--- config.mk ---
export PLATFORM = sky130hd
export DESIGN_NAME = dram_seq_top
export DESIGN_NICKNAME = d
export VERILOG_FILES = /design/src/rtl/dram_seq_pkg.sv /design/src/rtl/dram_win_decode.sv /design/src/rtl/dram_row_seq.sv /design/src/rtl/dram_col_gate.sv /design/src/rtl/dram_we_delay.sv /design/src/rtl/dram_seq_top.sv
export SDC_FILE = /design/constraint.sdc
export NUM_CORES = 1
export LEC_CHECK = 0
export ABC_AREA = 1
export ABC_CLOCK_PERIOD_IN_PS = 2000
export BUFFER_PORTS_ARGS = -buffer_cell sky130_fd_sc_hd__buf_2
export CORE_UTILIZATION = 45
export CTS_CLUSTER_SIZE = 20
export DETAILED_ROUTE_END_ITERATION = 8
export GPL_TIMING_DRIVEN = 0
export PLACE_DENSITY = 0.86
export SETUP_SLACK_MARGIN = 0.2
export SYNTH_ARGS = -nofsm -noshare
export SYNTH_HDL_FRONTEND = slang
export SYNTH_SLANG_ARGS = --single-unit
--- constraint.sdc ---
create_clock -name clk -period 2 [get_ports clk]
set_input_delay 0.1 -clock clk [delete_from_list [all_inputs] [get_ports clk]]
set_output_delay 0.1 -clock clk [all_outputs]
set_load 0.05 [all_outputs]
--- src/rtl/dram_seq_pkg.sv ---
package dram_seq_pkg;

   // Row strobe sequencer states
   typedef enum logic [1:0] {
      ROW_IDLE = 2'd0,
      ROW_OPEN = 2'd1,
      ROW_RFSH = 2'd2
   } row_state_e;

   // Helper: does an address fall into a window whose base is aligned to 2**low_w
   function automatic logic win_match(input logic [31:0] addr,
                                      input logic [31:0] base,
                                      input int unsigned low_w);
      return (addr >> low_w) == (base >> low_w);
   endfunction

endpackage

--- src/rtl/dram_win_decode.sv ---
module dram_win_decode
   import dram_seq_pkg::*;
#(
   parameter int unsigned ADDR_W    = 16,
   parameter int unsigned COL_W     = 10,
   parameter logic [ADDR_W-1:0] CTRL_BASE = 16'hF000,
   parameter logic [ADDR_W-1:0] DATA_BASE = 16'hF400
) (
   input  logic              clk,
   input  logic              rst_n,
   input  logic [ADDR_W-1:0] bus_addr,
   input  logic              bus_strobe_n,
   input  logic              bus_wr_n,
   input  logic              sel_x,
   input  logic              sel_y,
   output logic              open_req,
   output logic              close_req,
   output logic              rfsh_req,
   output logic              col_start,
   output logic              col_active
);
   localparam int unsigned HI_W = ADDR_W - COL_W;

   logic            strobe_q;
   logic            acc_start;
   logic            ctrl_hit;
   logic            data_hit;
   logic            ctrl_wr_start;
   logic [HI_W-1:0] addr_hi;

   assign addr_hi = bus_addr[ADDR_W-1:COL_W];

   always_ff @(posedge clk or negedge rst_n) begin
      if (!rst_n) strobe_q <= 1'b1;
      else        strobe_q <= bus_strobe_n;
   end

   assign acc_start     = !bus_strobe_n && strobe_q;
   assign ctrl_hit      = (addr_hi == CTRL_BASE[ADDR_W-1:COL_W]);
   assign data_hit      = (addr_hi == DATA_BASE[ADDR_W-1:COL_W]);
   assign ctrl_wr_start = acc_start && ctrl_hit && !bus_wr_n;

   assign open_req   = ctrl_wr_start &&  sel_x && !sel_y;
   assign close_req  = ctrl_wr_start && !sel_x &&  sel_y;
   assign rfsh_req   = ctrl_wr_start &&  sel_x &&  sel_y;
   assign col_start  = acc_start && data_hit;
   assign col_active = !bus_strobe_n && data_hit;

   // a held strobe never yields two consecutive access starts

   start_once_chk: assert property (@(posedge clk) disable iff (!rst_n)
      (open_req || rfsh_req || col_start) |=> !(open_req || rfsh_req || col_start));

endmodule

--- src/rtl/dram_row_seq.sv ---
module dram_row_seq
   import dram_seq_pkg::*;
#(
   parameter int unsigned T_RP = 3
) (
   input  logic clk,
   input  logic rst_n,
   input  logic open_req,
   input  logic close_req,
   input  logic rfsh_req,
   output logic ras_n,
   output logic row_open,
   output logic early_err,
   output logic dup_open_err
);
   localparam int unsigned PC_W    = (T_RP < 2) ? 1 : $clog2(T_RP + 1);
   localparam logic [PC_W-1:0] PC_LOAD = PC_W'(T_RP - 1);

   row_state_e      st;
   logic [PC_W-1:0] pc_cnt;
   logic            pc_busy;

   assign pc_busy  = (pc_cnt != '0);
   assign ras_n    = (st == ROW_IDLE);
   assign row_open = (st == ROW_OPEN);

   always_ff @(posedge clk or negedge rst_n) begin
      if (!rst_n) begin
         st           <= ROW_IDLE;
         pc_cnt       <= '0;
         early_err    <= 1'b0;
         dup_open_err <= 1'b0;
      end else begin
         early_err    <= 1'b0;
         dup_open_err <= 1'b0;
         if (pc_busy) pc_cnt <= pc_cnt - 1'b1;
         unique case (st)
            ROW_IDLE: begin
               if (open_req || rfsh_req) begin
                  if (pc_busy)       early_err <= 1'b1;
                  else if (rfsh_req) st <= ROW_RFSH;
                  else               st <= ROW_OPEN;
               end
            end
            ROW_OPEN: begin
               if (close_req || rfsh_req) begin
                  st     <= ROW_IDLE;
                  pc_cnt <= PC_LOAD;
               end else if (open_req) begin
                  dup_open_err <= 1'b1;
               end
            end
            ROW_RFSH: begin
               st     <= ROW_IDLE;
               pc_cnt <= PC_LOAD;
               if (open_req || rfsh_req) early_err <= 1'b1;
            end
            default: st <= ROW_IDLE;
         endcase
      end
   end

   // Independent high-time tracker used only by the precharge check
   logic [PC_W:0] hi_run;
   always_ff @(posedge clk or negedge rst_n) begin
      if (!rst_n)               hi_run <= (PC_W+1)'(T_RP);
      else if (!ras_n)          hi_run <= '0;
      else if (hi_run < T_RP)   hi_run <= hi_run + 1'b1;
   end


   precharge_chk: assert property (@(posedge clk) disable iff (!rst_n)
      ($past(ras_n) && !ras_n) |-> (hi_run >= T_RP));


   early_err_chk: assert property (@(posedge clk) disable iff (!rst_n)
      early_err |-> (ras_n && $stable(ras_n)));


   rfsh_short_chk: assert property (@(posedge clk) disable iff (!rst_n)
      (st == ROW_RFSH) |=> (ras_n && pc_busy));


   dup_keeps_row_chk: assert property (@(posedge clk) disable iff (!rst_n)
      dup_open_err |-> !ras_n);

endmodule

--- src/rtl/dram_col_gate.sv ---
module dram_col_gate (
   input  logic clk,
   input  logic rst_n,
   input  logic col_start,
   input  logic col_active,
   input  logic row_open,
   output logic cas_n,
   output logic col_err
);
   always_ff @(posedge clk or negedge rst_n) begin
      if (!rst_n) begin
         cas_n   <= 1'b1;
         col_err <= 1'b0;
      end else begin
         cas_n   <= !(col_active && row_open);
         col_err <= col_start && !row_open;
      end
   end


   col_ignored_chk: assert property (@(posedge clk) disable iff (!rst_n)
      (col_start && !row_open) |=> (cas_n && col_err));

endmodule

--- src/rtl/dram_we_delay.sv ---
module dram_we_delay #(
   parameter int unsigned DLY = 2
) (
   input  logic clk,
   input  logic rst_n,
   input  logic wr_in_n,
   output logic wr_out_n
);
   generate
      if (DLY == 0) begin : g_pass
         assign wr_out_n = wr_in_n;
      end else begin : g_shift
         logic [DLY-1:0] taps;
         always_ff @(posedge clk or negedge rst_n) begin
            if (!rst_n) taps <= '1;
            else        taps <= {taps[DLY-1:0], wr_in_n} >> 0;
         end
         assign wr_out_n = taps[DLY-1];


         we_first_tap_chk: assert property (@(posedge clk) disable iff (!rst_n)
            $past(wr_in_n) == taps[0]);
      end
   endgenerate

endmodule

--- src/rtl/dram_seq_top.sv ---
module dram_seq_top
   import dram_seq_pkg::*;
#(
   parameter int unsigned ADDR_W = 16,
   parameter int unsigned COL_W  = 10,
   parameter logic [ADDR_W-1:0] CTRL_BASE = 16'hF000,
   parameter logic [ADDR_W-1:0] DATA_BASE = 16'hF400,
   parameter int unsigned T_RP   = 3,
   parameter int unsigned WE_DLY = 2
) (
   input  logic              clk,
   input  logic              rst_n,
   input  logic [ADDR_W-1:0] bus_addr,
   input  logic              bus_strobe_n,
   input  logic              bus_wr_n,
   input  logic              sel_x,
   input  logic              sel_y,
   output logic [COL_W-1:0]  dram_addr,
   output logic              ras_n,
   output logic              cas_n,
   output logic              dram_we_n,
   output logic              early_open_err,
   output logic              protocol_err
);
   localparam logic [COL_W-1:0] LOW_ZERO = '0;

   // Elaboration-time parameter checks
   generate
      if (COL_W < 1 || COL_W >= ADDR_W) begin : g_bad_col
         $error("COL_W must lie between 1 and ADDR_W-1");
      end
      if (T_RP < 1) begin : g_bad_trp
         $error("T_RP must be at least 1");
      end
      if (CTRL_BASE[COL_W-1:0] != LOW_ZERO || DATA_BASE[COL_W-1:0] != LOW_ZERO) begin : g_bad_align
         $error("window bases must be aligned to the window size");
      end
      if (CTRL_BASE[ADDR_W-1:COL_W] == DATA_BASE[ADDR_W-1:COL_W]) begin : g_bad_overlap
         $error("control and data windows must differ");
      end
   endgenerate

   logic open_req, close_req, rfsh_req, col_start, col_active;
   logic row_open, dup_open_err, col_err;

   assign dram_addr = bus_addr[COL_W-1:0];

   dram_win_decode #(
      .ADDR_W(ADDR_W), .COL_W(COL_W),
      .CTRL_BASE(CTRL_BASE), .DATA_BASE(DATA_BASE)
   ) u_dec (
      .clk(clk), .rst_n(rst_n),
      .bus_addr(bus_addr), .bus_strobe_n(bus_strobe_n), .bus_wr_n(bus_wr_n),
      .sel_x(sel_x), .sel_y(sel_y),
      .open_req(open_req), .close_req(close_req), .rfsh_req(rfsh_req),
      .col_start(col_start), .col_active(col_active)
   );

   dram_row_seq #(.T_RP(T_RP)) u_row (
      .clk(clk), .rst_n(rst_n),
      .open_req(open_req), .close_req(close_req), .rfsh_req(rfsh_req),
      .ras_n(ras_n), .row_open(row_open),
      .early_err(early_open_err), .dup_open_err(dup_open_err)
   );

   dram_col_gate u_col (
      .clk(clk), .rst_n(rst_n),
      .col_start(col_start), .col_active(col_active), .row_open(row_open),
      .cas_n(cas_n), .col_err(col_err)
   );

   dram_we_delay #(.DLY(WE_DLY)) u_we (
      .clk(clk), .rst_n(rst_n),
      .wr_in_n(bus_wr_n), .wr_out_n(dram_we_n)
   );

   assign protocol_err = dup_open_err || col_err;


   cas_under_ras_chk: assert property (@(posedge clk) disable iff (!rst_n)
      !cas_n |-> !ras_n);


   proto_pulse_chk: assert property (@(posedge clk) disable iff (!rst_n)
      protocol_err |=> !protocol_err);

endmodule

# Word-level counts from Yosys, hierarchy flattened
# Index checks and enable logic that the tools add are counted.
# word_totals
register_bits	11
latchBits	0
ramBits	0
rom_bits	0
in_bits	22
out_inout_bits	15
word_cells	55
n_memories	0
# op_classes
addsub	1
mul	0
n_div	0
order_cmp	0
eq_ne	7
shift	0
mux	15
bitwise_logic	0
reduce_logical	24
# op_table
operator	n
$eq A6 B6 Y1 const B	2
$logic_and A1 B1 Y1	12
$mux W2	6
$pmux W2 S2	2
$logic_not A1 Y1	6
$mux W1	6
$ne A2 B2 Y1 const B	2
$logic_or A1 B1 Y1	3
$reduce_and A3 Y1	1
$eq A2 B1 Y1 const B	1
$eq A2 B2 Y1 const B	1
$logic_not A2 Y1	1
$ne A2 B1 Y1 const B	1
$pmux W1 S2	1
$reduce_bool A2 Y1	1
$sub A2 B1 Y2 const B	1

# Logic depth before layout (Yosys ltp)
# Gate-level depths: netlist of run 1.
# depth
depth_word	10
mapped_depth	9
depth_no_buf	9

# Cells and area by module
# A second synthesis of run 1 with hierarchy kept.
# hier_totals
cells_unflattened	84
hier_area_um2	670.6
# modules_own_cells
mod	instances	cells_per_inst	area_each_um2	seq_area_each_um2
dram_row_seq	1	42	347.8	150.1
dram_win_decode	1	22	118.9	26.3
dram_seq_top	1	13	86.3	0.0
dram_col_gate	1	5	65.1	51.3
dram_we_delay	1	2	52.6	52.6

# Worst setup path before layout of run 1
# OpenSTA, ideal clock, no wires.
# synth_timing
kind	flip-flop to flip-flop
start	register u_row.st[0]
end	register u_row.st[0]
setup_ps	116
arrival_time_ps	1432
required_time_ps	1884
slack_ps	451
path_stages_with_launch	8
path_buffers	0
period_less_slack_ps	1549
path_cell_list	dfrtp_1 inv_1 ha_1 o21ai_1 nand2_2 nor2_4 nand2_1 nand2_1
# synth_between
elab_chain_cells	3
word_cells_on_any_way	7
# synth_lines
element	line	source
start: declaration	dram_row_seq.sv:19	row_state_e st;
start signal: assignment	dram_row_seq.sv:29	st <= ROW_IDLE;
start signal: assignment	dram_row_seq.sv:41	else if (rfsh_req) st <= ROW_RFSH;
start signal: assignment	dram_row_seq.sv:42	else st <= ROW_OPEN;
$logic_not A2 Y1 (*)	-	
named net ras_n	dram_seq_top.sv:19	output logic ras_n,
$ne A2 B2 Y1 (no source line) or $ne A2 B1 Y1 (tied branches)	-	
$reduce_and A3 Y1 (no source line)	-	
# The timed path passes the listed nets; every way through them passes the cells marked *.
# A chain may end at the register's enable or synchronous reset.

# Worst setup path after layout of run 1
# layout_timing
start	register u_row.st[1]
end	output port ras_n
# layout_between
elab_chain_cells	1
# layout_lines
element	line	source
$logic_not A2 Y1	dram_row_seq.sv:24	assign ras_n = (st == ROW_IDLE);
end: declaration	dram_seq_top.sv:19	
# Every way passes these cells.

==> results by group, run 1 <==
Placed design
  – Area after DPL: 805.8 µm²
  – DP Wirelength: 951.5 µm
  – Port Buffers: 26
  – Global placer's final weighted congestion: 0.8222
  – Pre-CTS worst setup slack: approximately 0.74 ns

Final layout
  – Nets: approximately 140
  – Area delta synth->final: 31.24%
  – Diode count: 0
  – Share of layout cells above drive strength 1: around 50%
  – Final cell area excluding filler cells: 862.1 µm²
  – Post-Route Utilization: 64.63%

Global routing
  – Total GRT Usage: 17.42%
  – First-pass GRT wire length: 1.849 mm
  – Vias in the first global route: 497
  – Initial antenna violation count: 0
  – Total grt overflow: 0
  – Largest net degree at the start of global routing: 12

Route
  – Via count: 593
  – Via density: between 4 and 5
  – Residual DRC: 0
  – Detailed Routing Iterations Pass 1: 4
  – Avg WL per Cell: 9.919 µm
  – DRT antenna net count: 0
  – Starting DRT DRC Count: 11
  – Final wirelength: 1.230 mm

Logic synthesis
  – Synth Area in Compound Gates: 3.810%
  – Distinct cell type count after synthesis: 20
  – Post-synthesis adder-cell area fraction: 5.714%
  – Top post-synthesis cells by area: dfrtp_1 27%, dfstp_2 16%, buf_4 11%
  – Fraction of registers with async set/reset: 100.0%
  – Area fraction of the dominant cell type after synthesis: 26.67%
  – Leading area contributor after synthesis: dfrtp_1
  – Post-synthesis xor/xnor area fraction: 0%
  – Largest family of logic cells by synthesized area: simple AND/OR/NAND/NOR gates
  – EDFF count, synth: 0
  – Ys Warns: 0
  – Count leader, synth: nand2_1
  – Register area share after synthesis: 42.67%
  – Post-Synth Simple-Gate Area: 31.24%
  – Top FF cell, synth: dfrtp_1
  – Syn Nets: 101
  – Yosys reg bits: 11
  – Synth Area per Inst: 8.643 µm²
  – Top cells by count, synth: 12 x nand2_1, 10 x buf_4, 9 x inv_1, 7 x dfrtp_1
  – Multiplexer area fraction after synthesis: 0%
  – Mapped Cells: 76
  – Area of the mapped netlist: 656.9 µm²

Run
  – Max-cap viol count: 0

Worst setup path
  – CP endpoint kind: primary output
  – Critical path peak fanout: 5
  – Worst Setup Path Type: register to primary output
  – Reg2Reg Depth: 6
  – Critical Path RT: 1.90 ns
  – Crit path DAT: roughly 1.3 ns
  – Setup crit start kind: register

Floorplan
  – I/O pin cnt: 37
  – Full die area: 1616 µm²
  – Die X: just over 40 µm
  – Row count: 13
  – Initial Util: 49.25%
  – Die H: 40.21 µm
  – Core region area: 1334 µm²

Clock network
  – CTS Sinks: 11
  – CTS Buf Count: 3
  – Clock root buffer: clkbuf_4
  – Clk_lat worst skew: 0.27 ns
  – Clock buffer depth: 2
  – Clock transition at path regs: 0.07 ns
  – CTS tree: done
  – Post-CTS Setup Bufs: 0
  – Max H-tree Level: 1

Timing
  – Final hold vios: 0
  – Fmax: 0.7035 GHz
  – Slew Viols, Final: 0
  – Final WS setup: about 0.58 ns
  – Slew margin rel.: 81.40%
  – Final period utilization: 71.07%
  – Final min period: roughly 1.4 ns
  – Worst Tran Pin Value: 0.2772 ns
  – RSZ-0062 raised after global routing: false
  – Endpoints failing setup: 0
  – WHS: 0.03132 ns
  – Aggregate negative setup slack: 0 ns
  – Clk_skew: 0.001413 ns

Power and ir drop
  – VDD IR-drop max: approximately 0.00036 V
  – P_leak: 0.4622 nW
  – PwrDens: 931.1 nW/µm²

Run status
  – Status: finished clean

Min path
  – Min-Delay Path Class: input pin to register
  – Hold Path Cell Cnt: 2
critical path, stage by stage (launching register included):
cell,delay (ns)
dfrtp_1,0.40
inv_1,0.09
ha_1,0.26
buf_2,0.30
placed cells by master (no fill, tap or decap), types with 3 or more instances in the layout:
cell / n
a21oi_1: 3
clkbuf_4: 3
ha_1: 3
buf_2: 26
dfstp_2: 4
nand2_1: 12
dlygate4sd3_1: 3
dfrtp_1: 7
nand3_1: 3
nand2_2: 6
nor2_1: 6
buf_4: 10
inv_1: 9
per-layer routing:
layer	track usage [%]	wire length [µm]	share of wire, %
met2	32.26	618	50
met4	13.33	17	1.4
met5	0	0	0
met1	17.29	509	41
met3	2.222	84	6.8
logic make-up after synthesis:
family / Yosys count
buf+inv: 19
compound gates: 5
simple gates: 38
fa+ha+maj: 3
flops: 11
per-stage QoR:
step	instances	power [W]
5_1_grt	124	0.0008570
3_5_place_dp	117	0.0006454
2_1_floorplan	76	0.0005724
4_1_cts	124	0.0008050
6_report	124	0.0008027
3_3_place_gp	117	0.0006323
where the power goes:
group / leakage (nW) / internal [W] / switching [W] / total, W
clock network: 0.0150 / 0.0000773 / 0.0000775 / 0.000155
registers: 0.136 / 0.000256 / 0.0000266 / 0.000283
logic: 0.311 / 0.000125 / 0.000240 / 0.000365
total: 0.462 / 0.000459 / 0.000344 / 0.000803
registers in the layout, indices dropped and copies added (netlist names):
signal              flops
u_col.cas_n             1
u_col.col_err           1
u_dec.strobe_q          1
u_row.dup_open_err      1
u_row.early_err         1
u_row.pc_cnt            2
u_row.st                2
u_we.g_shift.taps       2
cell type report:
| class | instances | area, µm² |
|---|---|---|
| Clock buffer | 4 | 26.28 |
| Multi-Input combinational cell | 46 | 267.8 |
| Fill cell | 107 | 471.7 |
| Sequential cell | 11 | 280.3 |
| Tap cell | 15 | 18.77 |
| Buffer | 10 | 75.07 |
| Timing Repair Buffer | 29 | 160.2 |
| Inverter | 9 | 33.78 |
repair_timing:
action,in CTS,in global routing
resized for setup,0,0
endpoints found under the setup margin,0,0
endpoints found under the hold margin,13,0
hold buffers,3,0
final timing paths:
path,endpoint,slack [ns],startpoint
min,u_row.dup_open_err$_DFF_PN0_,0.03,sel_y
min reg2reg,u_we.g_shift.taps[1]$_DFF_PN1_,0.36,u_we.g_shift.taps[0]$_DFF_PN1_
max reg2reg,u_row.st[0]$_DFFE_PN0P_,0.72,u_row.st[0]$_DFFE_PN0P_
max in group asynchronous,u_we.g_shift.taps[1]$_DFF_PN1_,1.53,rst_n
min in group asynchronous,u_row.early_err$_DFF_PN0_,0.22,rst_n
max,ras_n,0.58,u_row.st[1]$_DFFE_PN0P_
No activity file was read; power rests on OpenSTA's default activity.
==> run 2, diff against run 1 <==
ABC_CLOCK_PERIOD_IN_PS = 1200   (was 2000)
CORE_ASPECT_RATIO = 1.2   (was not set)
CORE_UTILIZATION = 38   (was 45)
PLACE_DENSITY = 0.78   (was 0.86)
clock period = 1.2 ns   (was 2 ns; I/O delays follow)
==> run 2 against run 1 <==
Net effect:
- the flow now finishes with violations (negative setup slack)
- final cell count increased by 5.6%
- clock power increased by 61%
- cell area increased by 18%
- power increased by 95%
- non-clock buffer count increased by 4
- clock skew decreased by 0.00094 ns
- worst hold slack improved by 0.057 ns
- via count increased by 1.2%
- routed wire length increased by 18%
- critical path depth increased by 4
- die area increased by 18%
- sequential power increased by 75%
- critical path type is now register to register
- highest routed layer unchanged
==> results by group, run 2 (synthesis gave the netlist of run 1 again) <==
Run status
  – Status: finished, violations left
  – Failing checks: negative setup slack

Final layout
  – Nets: 139 (+3.0%)
  – Fillers: 129 (+21%)
  – Highest-count cells in the layout ignoring fill and taps: 22 x buf_2, 13 x buf_4, 11 x nand2_1, 7 x inv_1, 7 x dfrtp_1
  – Area delta synth->final: 55.43%
  – Most common cell after layout, fill and taps aside: buf_2
  – Post-Route Utilization: 62.96% (-1.7 points)
  – Largest regs: u_row.pc_cnt: 2 flops, u_row.st: 2 flops, u_we.g_shift.taps: 2 flops
  – Sequential Area: 280.3 µm² (unchanged)
  – Multi-input gate area: 350.3 µm² (+31%)
  – Diode count: 0 (unchanged)
  – Share of layout cells above drive strength 1: 61.06% (+11 points)

Worst setup path
  – Critical Path RT: 1.36 ns (-0.54 ns)
  – RR Endpoint: u_row.st[0]$_DFFE_PN0P_
  – Worst r2r src: u_dec.strobe_q$_DFF_PN1_
  – Setup crit start kind: register
  – Reg2Reg Depth: 7 (+1)
  – Critical path peak fanout: 3 (-2)
  – Crit path DAT: 1.45 ns (+0.13 ns)
  – Critical Path Source: u_dec.strobe_q$_DFF_PN1_
  – CP endpoint kind: register
  – Worst Setup Path Type: register to register
  – R2R setup slack: -0.09 ns (-0.81 ns)

Timing
  – Worst Tran Pin Value: 0.2562 ns (-0.02105 ns)
  – Slew margin rel.: 82.86% (+1.5 points)
  – Fmax: 0.7725 GHz
  – Final min period: 1.294 ns
  – Final WS setup: -0.09447 ns (-0.6730 ns)
  – Endpoints failing setup: 4 (+4)
  – Final period utilization: 107.9%
  – Clk_skew: 0.0004780 ns (-0.0009351 ns)
  – Slew Viols, Final: 0 (unchanged)
  – RSZ-0062 raised after global routing: true
  – Final hold vios: 0 (unchanged)

Global routing
  – Largest net degree at the start of global routing: 12 (unchanged)
  – Initial antenna violation count: 0 (unchanged)
  – First-pass GRT wire length: 2.311 mm (+25%)
  – Vias in the first global route: 595 (+20%)
  – Total GRT Usage: 18.28% (+0.86 points)
  – Total grt overflow: 0 (unchanged)

Clock network
  – Clock transition at path regs: 0.07 ns (about the same)
  – Clock root buffer: clkbuf_4
  – CTS Buf Count: 3 (unchanged)
  – Clk_lat worst skew: 0.26 ns (about the same)
  – CTS tree: done
  – Max H-tree Level: 1 (unchanged)
  – CTS Sinks: 11 (unchanged)
  – Clock buffer depth: 2 (unchanged)

Power and ir drop
  – PwrDens: 1537 nW/µm² (+65%)
  – VDD IR-drop max: 0.0008312 V (+130%)
  – P_leak: 0.5046 nW (+9.2%)

Floorplan
  – Core region area: 1622 µm² (+22%)
  – Die X: 39.96 µm (-0.62%)
  – Initial Util: 40.51% (-8.7 points)
  – I/O pin cnt: 37 (unchanged)
  – Row count: 16 (+3)
  – Full die area: 1900 µm² (+18%)
  – Die H: 47.55 µm (+18%)

Route
  – Via density: 4.580 (-4.2%)
  – Avg WL per Cell: 11.10 µm (+12%)
  – Final wirelength: 1.454 mm (+18%)
  – Detailed Routing Iterations Pass 1: 4 (unchanged)
  – Starting DRT DRC Count: 10 (-1)
  – DRT antenna net count: 0 (unchanged)
  – Via count: 600 (+1.2%)
  – Residual DRC: 0 (unchanged)

Placed design
  – Global placer's final weighted congestion: 0.8400 (+2.2%)
  – Pre-CTS worst setup slack: -0.06540 ns (-0.8071 ns)
  – DP Wirelength: 992.9 µm (+4.4%)
  – Port Buffers: 26 (unchanged)

Min path
  – Min-Delay Path Class: input pin to register
  – End of the worst hold path: u_row.early_err$_DFF_PN0_
  – Min-delay src: sel_x
  – Hold Path Cell Cnt: 3 (+1)

Run
  – Max-cap viol count: 0 (unchanged)
## run 2: report_power, final
part	leakage (nW)	internal, W	switching [W]
clock	0.0150	0.000128	0.000121
combinational	0.353	0.000335	0.000491
sequential	0.136	0.000427	0.0000666
## run 2: how the worst max path moves through the flow
stage	endpoint	slack, ns	cells past startpoint
5_1_grt	u_row.st[0]$_DFFE_PN0P_	-0.17	7
2_1_floorplan	u_row.st[0]$_DFFE_PN0P_	0.05	8
4_1_cts	u_row.st[0]$_DFFE_PN0P_	-0.08	8
3_5_place_dp	u_row.st[0]$_DFFE_PN0P_	-0.07	7
6_report	u_row.st[0]$_DFFE_PN0P_	-0.09	7
3_3_place_gp	u_row.st[1]$_DFFE_PN0P_	-0.02	8
## run 2: final cells by class
class	instances	area share [%]
Clock buffer	4	2.574
Buffer	10	7.353
Multi-Input combinational cell	46	34.31
Inverter	9	3.309
Tap cell	18	2.206
Timing Repair Buffer	33	22.79
Sequential cell	11	27.45
## run 2: stage by stage
| stage | std cells | setup TNS (ns) | cell area (µm²) | power (W) | hold WS [ns] |
|---|---|---|---|---|---|
| 5_1_grt | 131 | -0.5536 | 1021 | 0.001666 | 0.08294 |
| 3_5_place_dp | 120 | -0.1093 | 838.3 | 0.001181 | -0.06012 |
| 2_1_floorplan | 76 | 0 | 685.7 | 0.001056 | -0.2356 |
| 4_1_cts | 130 | -0.1880 | 972.2 | 0.001509 | 0.05700 |
| 3_3_place_gp | 120 | -0.04405 | 838.3 | 0.001156 | -0.06667 |
| 6_report | 131 | -0.2625 | 1021 | 0.001569 | 0.08873 |
## run 2: routing by layer
| metal | up-vias | wire length [µm] | global-route usage, % |
|---|---|---|---|
| met4 | 0 | 19 | 12.41 |
| li1 | 303 | - | - |
| met3 | 2 | 51 | 1.395 |
| met2 | 22 | 825 | 35.48 |
| met1 | 273 | 558 | 17.49 |
| met5 | - | 0 | 0 |
## run 2: repair_timing
| item | in CTS | in global routing |
|---|---|---|
| hold endpoints to repair | 14 | 0 |
| hold buffers | 4 | 0 |
| setup buffers | 2 | 1 |
| pin swaps | 3 | 5 |
| endpoints found under the setup margin | 10 | 11 |
| gates resized for setup | 15 | 9 |
## run 2: worst max-delay path, stage by stage (launching register included)
cell and delay (ns):
dfstp_2 0.55, nand2_4 0.07, nor2_4 0.13, nand3_4 0.11
o21ai_1 0.16, inv_1 0.06, nand2_1 0.06, nand2_1 0.05
